File: src/rtl/eic_pkg.sv
package eic_pkg;
  localparam int unsigned IDX_W = 3;
  typedef enum logic [IDX_W-1:0] {
    SEL_IMASK = 3'd0,
    SEL_EMASK = 3'd1,
    SEL_RISE  = 3'd2,
    SEL_FALL  = 3'd3,
    SEL_SWREQ = 3'd4,
    SEL_PEND  = 3'd5
  } eic_reg_e;
endpackage

File: src/rtl/eic_sync_edge.sv
module eic_sync_edge #(
  parameter int N      = 10,
  parameter int STAGES = 2
) (
  input  logic         clk,
  input  logic         rst_n,
  input  logic [N-1:0] lines_i,
  input  logic [N-1:0] rise_en_i,
  input  logic [N-1:0] fall_en_i,
  output logic [N-1:0] edge_o
);
  for (genvar g = 0; g < N; g++) begin : g_line
    // sh[STAGES-1] is the synchronised level, sh[STAGES] its previous value
    logic [STAGES:0] sh;
    always_ff @(posedge clk or negedge rst_n) begin
      if (!rst_n) sh <= '0;
      else        sh <= {sh[STAGES-1:0], lines_i[g]};
    end
    assign edge_o[g] = ( sh[STAGES-1] & ~sh[STAGES] & rise_en_i[g]) |
                       (~sh[STAGES-1] &  sh[STAGES] & fall_en_i[g]);
  end
endmodule

File: src/rtl/eic_regs.sv
module eic_regs
  import eic_pkg::*;
#(
  parameter int N  = 10,
  parameter int AW = 5,
  parameter int DW = 32
) (
  input  logic          clk,
  input  logic          rst_n,
  input  logic          psel,
  input  logic          penable,
  input  logic          pwrite,
  input  logic [AW-1:0] paddr,
  input  logic [DW-1:0] pwdata,
  output logic [DW-1:0] prdata,
  input  logic [N-1:0]  edge_i,
  output logic [N-1:0]  imask_o,
  output logic [N-1:0]  emask_o,
  output logic [N-1:0]  rise_o,
  output logic [N-1:0]  fall_o,
  output logic [N-1:0]  pend_o,
  output logic [N-1:0]  trig_o
);
  localparam int TOP_SHIFT = IDX_W + 2;

  logic [N-1:0] imask_q, emask_q, rise_q, fall_q, swreq_q, pend_q;
  logic [N-1:0] wdat, sw_set, pend_clr, rdat;
  logic         wr, hit;
  eic_reg_e     idx;

  assign idx  = eic_reg_e'(paddr[2 +: IDX_W]);
  assign hit  = (paddr[1:0] == 2'b00) && ((paddr >> TOP_SHIFT) == '0);
  assign wr   = psel && penable && pwrite && hit;
  assign wdat = pwdata[N-1:0];

  // a software request counts only when a bit goes from 0 to 1
  assign sw_set   = (wr && idx == SEL_SWREQ) ? (wdat & ~swreq_q) : '0;
  assign pend_clr = (wr && idx == SEL_PEND)  ? wdat : '0;
  assign trig_o   = edge_i | sw_set;

  always_ff @(posedge clk or negedge rst_n) begin
    if (!rst_n) begin
      imask_q <= '0;
      emask_q <= '0;
      rise_q  <= '0;
      fall_q  <= '0;
      swreq_q <= '0;
      pend_q  <= '0;
    end else begin
      if (wr && idx == SEL_IMASK) imask_q <= wdat;
      if (wr && idx == SEL_EMASK) emask_q <= wdat;
      if (wr && idx == SEL_RISE)  rise_q  <= wdat;
      if (wr && idx == SEL_FALL)  fall_q  <= wdat;
      swreq_q <= (swreq_q | sw_set) & ~pend_clr;
      // a new trigger outranks a clear in the same cycle
      pend_q  <= (pend_q & ~pend_clr) | (trig_o & imask_q);
    end
  end

  always_comb begin
    rdat = '0;
    if (hit) begin
      case (idx)
        SEL_IMASK: rdat = imask_q;
        SEL_EMASK: rdat = emask_q;
        SEL_RISE:  rdat = rise_q;
        SEL_FALL:  rdat = fall_q;
        SEL_SWREQ: rdat = swreq_q;
        SEL_PEND:  rdat = pend_q;
        default:   rdat = '0;
      endcase
    end
  end

  assign prdata  = DW'(rdat);
  assign imask_o = imask_q;
  assign emask_o = emask_q;
  assign rise_o  = rise_q;
  assign fall_o  = fall_q;
  assign pend_o  = pend_q;
endmodule

File: src/rtl/eic_pulse_gen.sv
module eic_pulse_gen #(
  parameter int N = 10
) (
  input  logic         clk,
  input  logic         rst_n,
  input  logic [N-1:0] trig_i,
  input  logic [N-1:0] mask_i,
  output logic [N-1:0] pulse_o
);
  always_ff @(posedge clk or negedge rst_n) begin
    if (!rst_n) pulse_o <= '0;
    else        pulse_o <= trig_i & mask_i;
  end
endmodule

File: src/rtl/ext_irq_evt_ctrl.sv
module ext_irq_evt_ctrl #(
  parameter int N  = 10,
  parameter int AW = 5,
  parameter int DW = 32
) (
  input  logic          pclk,
  input  logic          presetn,
  input  logic          psel,
  input  logic          penable,
  input  logic          pwrite,
  input  logic [AW-1:0] paddr,
  input  logic [DW-1:0] pwdata,
  output logic [DW-1:0] prdata,
  output logic          pready,
  input  logic [N-1:0]  lines_i,
  output logic          irq_o,
  output logic [N-1:0]  evt_o
);
  logic [N-1:0] edge_w, imask_w, emask_w, rise_w, fall_w, pend_w, trig_w;

  eic_sync_edge #(.N(N), .STAGES(2)) u_edge (
    .clk(pclk), .rst_n(presetn), .lines_i(lines_i),
    .rise_en_i(rise_w), .fall_en_i(fall_w), .edge_o(edge_w)
  );

  eic_regs #(.N(N), .AW(AW), .DW(DW)) u_regs (
    .clk(pclk), .rst_n(presetn), .psel(psel), .penable(penable),
    .pwrite(pwrite), .paddr(paddr), .pwdata(pwdata), .prdata(prdata),
    .edge_i(edge_w), .imask_o(imask_w), .emask_o(emask_w),
    .rise_o(rise_w), .fall_o(fall_w), .pend_o(pend_w), .trig_o(trig_w)
  );

  eic_pulse_gen #(.N(N)) u_pulse (
    .clk(pclk), .rst_n(presetn), .trig_i(trig_w), .mask_i(emask_w),
    .pulse_o(evt_o)
  );

  assign pready = 1'b1;
  assign irq_o  = |pend_w;
endmodule

File: config.mk
export PLATFORM = sky130hd
export DESIGN_NAME = ext_irq_evt_ctrl
export DESIGN_NICKNAME = d
export VERILOG_FILES = /design/src/rtl/eic_pkg.sv /design/src/rtl/eic_sync_edge.sv /design/src/rtl/eic_regs.sv /design/src/rtl/eic_pulse_gen.sv /design/src/rtl/ext_irq_evt_ctrl.sv
export SDC_FILE = /design/constraint.sdc
export NUM_CORES = 1
export LEC_CHECK = 0
export BUFFER_PORTS_ARGS = -buffer_cell sky130_fd_sc_hd__buf_4
export CAP_MARGIN = 20
export CORE_ASPECT_RATIO = 1.1
export CORE_MARGIN = 2
export CORE_UTILIZATION = 54
export CTS_BUF_LIST = sky130_fd_sc_hd__clkbuf_16
export CTS_CLUSTER_SIZE = 24
export DETAILED_ROUTE_END_ITERATION = 6
export HOLD_SLACK_MARGIN = 0.08
export PLACE_DENSITY = 0.79
export SYNTH_ARGS = -nofsm -noshare
export SYNTH_HDL_FRONTEND = slang
export SYNTH_SLANG_ARGS = --single-unit
export TNS_END_PERCENT = 50
File: constraint.sdc
create_clock -name pclk -period 2.4 [get_ports pclk]
set_clock_uncertainty 0.2 [all_clocks]
set_input_delay 0.48 -clock pclk [delete_from_list [all_inputs] [get_ports pclk]]
set_output_delay 0.48 -clock pclk [all_outputs]
set_load 0.02 [all_outputs]
After elaboration in Yosys (flattened, before gate mapping)
Index checks and enable logic that the tools add are counted.
{"block": "classes", "eq_ne": 5, "muxes": 4, "bitwise_logic": 80, "reduce_logical": 12}
{"operator": "$pmux 10 s6", "n": 1}
{"operator": "$and 10x10->10", "n": 5}
{"operator": "$and 1x1->1", "n": 40}
{"operator": "$mux 10", "n": 3}
{"operator": "$or 10x10->10", "n": 3}
{"operator": "$not 1->1", "n": 20}
{"operator": "$not 10->10", "n": 2}
{"operator": "$or 1x1->1", "n": 10}
{"operator": "$reduce_or 10->1", "n": 1}
{"operator": "$logic_and 1x1->1", "n": 9}
{"operator": "$eq 3x2->1 const B", "n": 2}
{"operator": "$eq 3x3->1 const B", "n": 2}
{"operator": "$eq 3x1->1 const B", "n": 1}
{"operator": "$logic_not 3->1", "n": 1}
{"operator": "$logic_not 2->1", "n": 1}
{"block": "totals", "reg_bits": 100, "inputBits": 52, "out_inout_bits": 44, "elab_cells": 118}

Longest topological paths before layout
{"block": "depth", "depth_word": 8, "depth_mapped": 7, "ltp_nobuf": 4}

Cells and area by module
Synthesis repeated with hierarchy kept, for this count alone.
{"block": "unflattened", "hier_cells": 389, "hier_area_um2": 4668.2}
{"mod": "eic_regs", "n_inst": 1, "cells_each": 303, "area_each_um2": 3372.0, "seq_area_each_um2": 1501.4}
{"mod": "eic_sync_edge", "n_inst": 1, "cells_each": 60, "area_each_um2": 950.9, "seq_area_each_um2": 750.7}
{"mod": "eic_pulse_gen", "n_inst": 1, "cells_each": 20, "area_each_um2": 312.8, "seq_area_each_um2": 250.2}
{"mod": "ext_irq_evt_ctrl", "n_inst": 1, "cells_each": 6, "area_each_um2": 32.5, "seq_area_each_um2": 0.0}

Worst setup path after synthesis
No wires, ideal clock.
{"block": "synth_path", "path_type": "input-to-output", "startpoint": "input paddr[2]", "endpoint": "output prdata[1]", "t_arrival_ns": 1.778, "t_required_ns": 1.720, "setup_slack_ns": -0.058, "path_stages": 7, "path_buffers": 3, "cell_sequence": "buf_2 -> buf_1 -> buf_2 -> mux2i_1 -> nor2_1 -> a21oi_1 -> a21oi_1"}
{"block": "synth_between", "elab_chain_len": 3, "word_cells_on_any_way": 8, "classes_between": "5 x eq/ne; 2 x mux; 1 x reduce/logical"}
{"item": "start, declared", "line_no": "ext_irq_evt_ctrl.sv:11", "text": "input logic [AW-1:0] paddr,"}
{"item": "$eq 3x3->1 (tied with other cells)", "line_no": "eic_regs.sv:63", "text": "case (idx)"}
{"item": "$pmux 10 s6 (*)", "line_no": "eic_regs.sv:63"}
{"item": "$mux 10 (*)", "line_no": "eic_regs.sv:62", "text": "if (hit) begin"}
{"item": "end, declared", "line_no": "ext_irq_evt_ctrl.sv:13", "text": "output logic [DW-1:0] prdata,"}
Every way passes the cells marked *; elsewhere a longest branch is shown, timed or not.

Worst setup path after layout
{"block": "layout_path", "startpoint": "input paddr[2]", "endpoint": "output prdata[5]"}
The elaborated chain is that of the path after synthesis.

==> qor.yml <==
globalRouteTotalUtil_pct: 22.8
yosysSeqAreaShare_pct: 55.1
cp_max_fo: 28
rsz0062_at_grt: "false"
fin_nets: 509
finalMaxSlewViolations: 0
max_stage_delay_ps: 370
final_cells: 573
vias: 3210
synth_common_cells: "dfrtp_1 (100), mux2_2 (49), a21oi_1 (36)"
worstHoldPathType: "reg -> reg"
wl_per_cell_um: 17.2
routed_wl_mm: 9.86
boundaryPins: 96
placed_cell_area_mm2: 0.00512
clockBufferDepth: 2
postSynth.asyncResetShare_pct: 100
tritoncts: "built"
start_util_pct: 54.8
finalPower_mw: 3.89
cp-start-kind: "primary input"
syn_inst: 373
clock_latency_ps: 340
drtIter0Drc: 191
cts.htree.levels: 3
grt_max_degree: 43
num_rows: 35
antennaDiodeCount: 0
synth_top_area_share_pct: 55.1
vias_per_cell: 5.60
yosysWarnings: 0
grt_pass1_vias: 3150
ir_drop_mv: 0.446
die_h_um: 100
crit_type: "in -> out"
numClockSinks: 100
area_growth_pct: 22.3
synth.avg_cell_area_um2: 12.2
fin_crit_sh_pct: 96.7
hold_viol_final: 0
worstPathRequired_ps: 1720
yosysTopAreaCell: "dfrtp_1"
crit_arrival_ps: 1640
dieArea_mm2: 0.00916
synth-seq-cells: 100
antenna_left: 0
clock_tree.root_cell: "clkbuf_16"
hpwlAfterDp_mm: 6.60
synth.most_common_cell: "dfrtp_1"
synth_cell_type_count: 39
die_w_um: 91.4
setup_viol: 0
gp_congestion: 0.796
post-route-min-period_ps: 2320
max_freq_ghz: 0.431
design_area_mm2: 0.00555
cts_buffers: 9
ys_top_cells_by_area: "dfrtp_1 (55%), mux2_2 (12%), a21oi_1 (4.0%)"
drc_errors: 0
end_kind: "output port"
slowest_stage: "mux2_2"
synth_edf_count: 0
drive_gt1_share_pct: 34.4
place_inst: 546
maxCapViolCount: 0
p_leak_nw: 2.67
status: "completed"
antenna_found_initial: 0
syn_area_mm2: 0.00454
dr.pass1.iters: 5
overflow: 0
pwr_density_cell_mw_per_mm2: 701
clk_pin_slew_ps: 60
core_mm2: 0.00828
port_buffers: 50
grt_pass1_wl_mm: 16.2
crit_chain: "buf_8 > mux2_2 > a22oi_1 > nor2_1 > o21a_1 > buf_4"
synthFlopType: "dfrtp_1"
-- stage by stage --
| stage | setup TNS [ps] | setup slack, ps | util, % | hold slack (ps) |
|---|---|---|---|---|
| 6_report | 0 | 78.6 | 67.1 | 148 |
| 3_5_place_dp | -90.5 | -42.4 | 61.8 | 137 |
| 4_1_cts | 0 | 39.1 | 67.0 | 151 |
| 2_1_floorplan | -136 | -34.0 | - | -15.6 |
| 3_3_place_gp | -99.6 | -48.1 | 61.8 | 132 |
| 5_1_grt | 0 | 32.8 | 67.1 | 156 |
-- worst max-delay path: cells and delay by family --
family                 cells  cell delay, ps
AOI/OAI and AO/OA          2             350
muxes                      1             370
buffers and inverters      2             370
and+or+nand+nor            1              60
-- layout make-up --
cell class              count  area, um2
fillers                   612       2730
flip-flops and latches    100       2500
multi-input cells         258       1890
repair buffers             87        701
clock buffers               9        225
well taps                 111        139
clock inverters             7       91.3
inverters                   1       3.75
-- metal layers --
layer | vias up | GRT usage (%) | part of all wire (%)
li1 | 1466 | - | -
met5 | - | 0 | 0
met1 | 1604 | 32.2 | 44
met4 | 0 | 8.74 | 1.8
met3 | 18 | 4.80 | 6.2
met2 | 122 | 35.1 | 48
-- cell usage in the layout, fill, tap and decap left out, drive strengths merged, types with 6 or more instances in the layout --
cell type / n
nor2: 16
o21ai: 15
dlygate4sd3: 11
a211o: 9
o21a: 14
mux2i: 10
nand2: 14
clkbuf: 9
a21oi: 36
conb: 23
nand2b: 6
mux2: 49
nand3b: 10
nor3b: 10
dfrtp: 100
a21boi: 9
buf: 76
and2: 10
-- registers in the layout, summed over array words and instances, names as in the netlist --
register	cells
u_pulse.pulse_o	10
u_regs.swreq_q	10
u_regs.fall_o	10
u_regs.emask_o	10
u_regs.rise_o	10
u_regs.imask_o	10
u_edge.g_line.sh	30
u_regs.pend_o	10
-- kinds of logic after synthesis --
family          share of synthesized area [%]
compound gates                           13.2
flops                                    55.1
buf+inv                                  5.26
mux                                      14.9
simple gates                             11.4
other cells                             0.165
-- power breakdown --
group	internal (mW)	switching (mW)
Clock	0.909	0.622
Sequential	1.80	0.0950
Combinational	0.222	0.241
Total	2.94	0.958
-- repair_timing --
item,in CTS,in global routing
pin swaps,0,0
setup buffers,0,0
hold buffers,11,0
resized for setup,1,1
hold endpoints to repair,43,0
setup endpoints to repair,5,1
-- final timing paths --
path | cells past startpoint | startpoint | slack (ps) | endpoint
setup / recovery | 6 | paddr[2] | 80 | prdata[5]
hold / removal | 0 | u_edge.g_line[4].sh[0]$_DFF_PN0_ | 150 | u_edge.g_line[4].sh[1]$_DFF_PN0_
setup reg to reg | 4 | u_regs.rise_o[3]$_DFFE_PN0P_ | 1000 | u_regs.pend_o[3]$_DFF_PN0_
hold reg to reg | 0 | u_edge.g_line[4].sh[0]$_DFF_PN0_ | 150 | u_edge.g_line[4].sh[1]$_DFF_PN0_
max in group asynchronous | 3 | presetn | 880 | u_edge.g_line[4].sh[0]$_DFF_PN0_
min in group asynchronous | 2 | presetn | 420 | u_edge.g_line[9].sh[1]$_DFF_PN0_
Power figures use the tool's default switching activity.
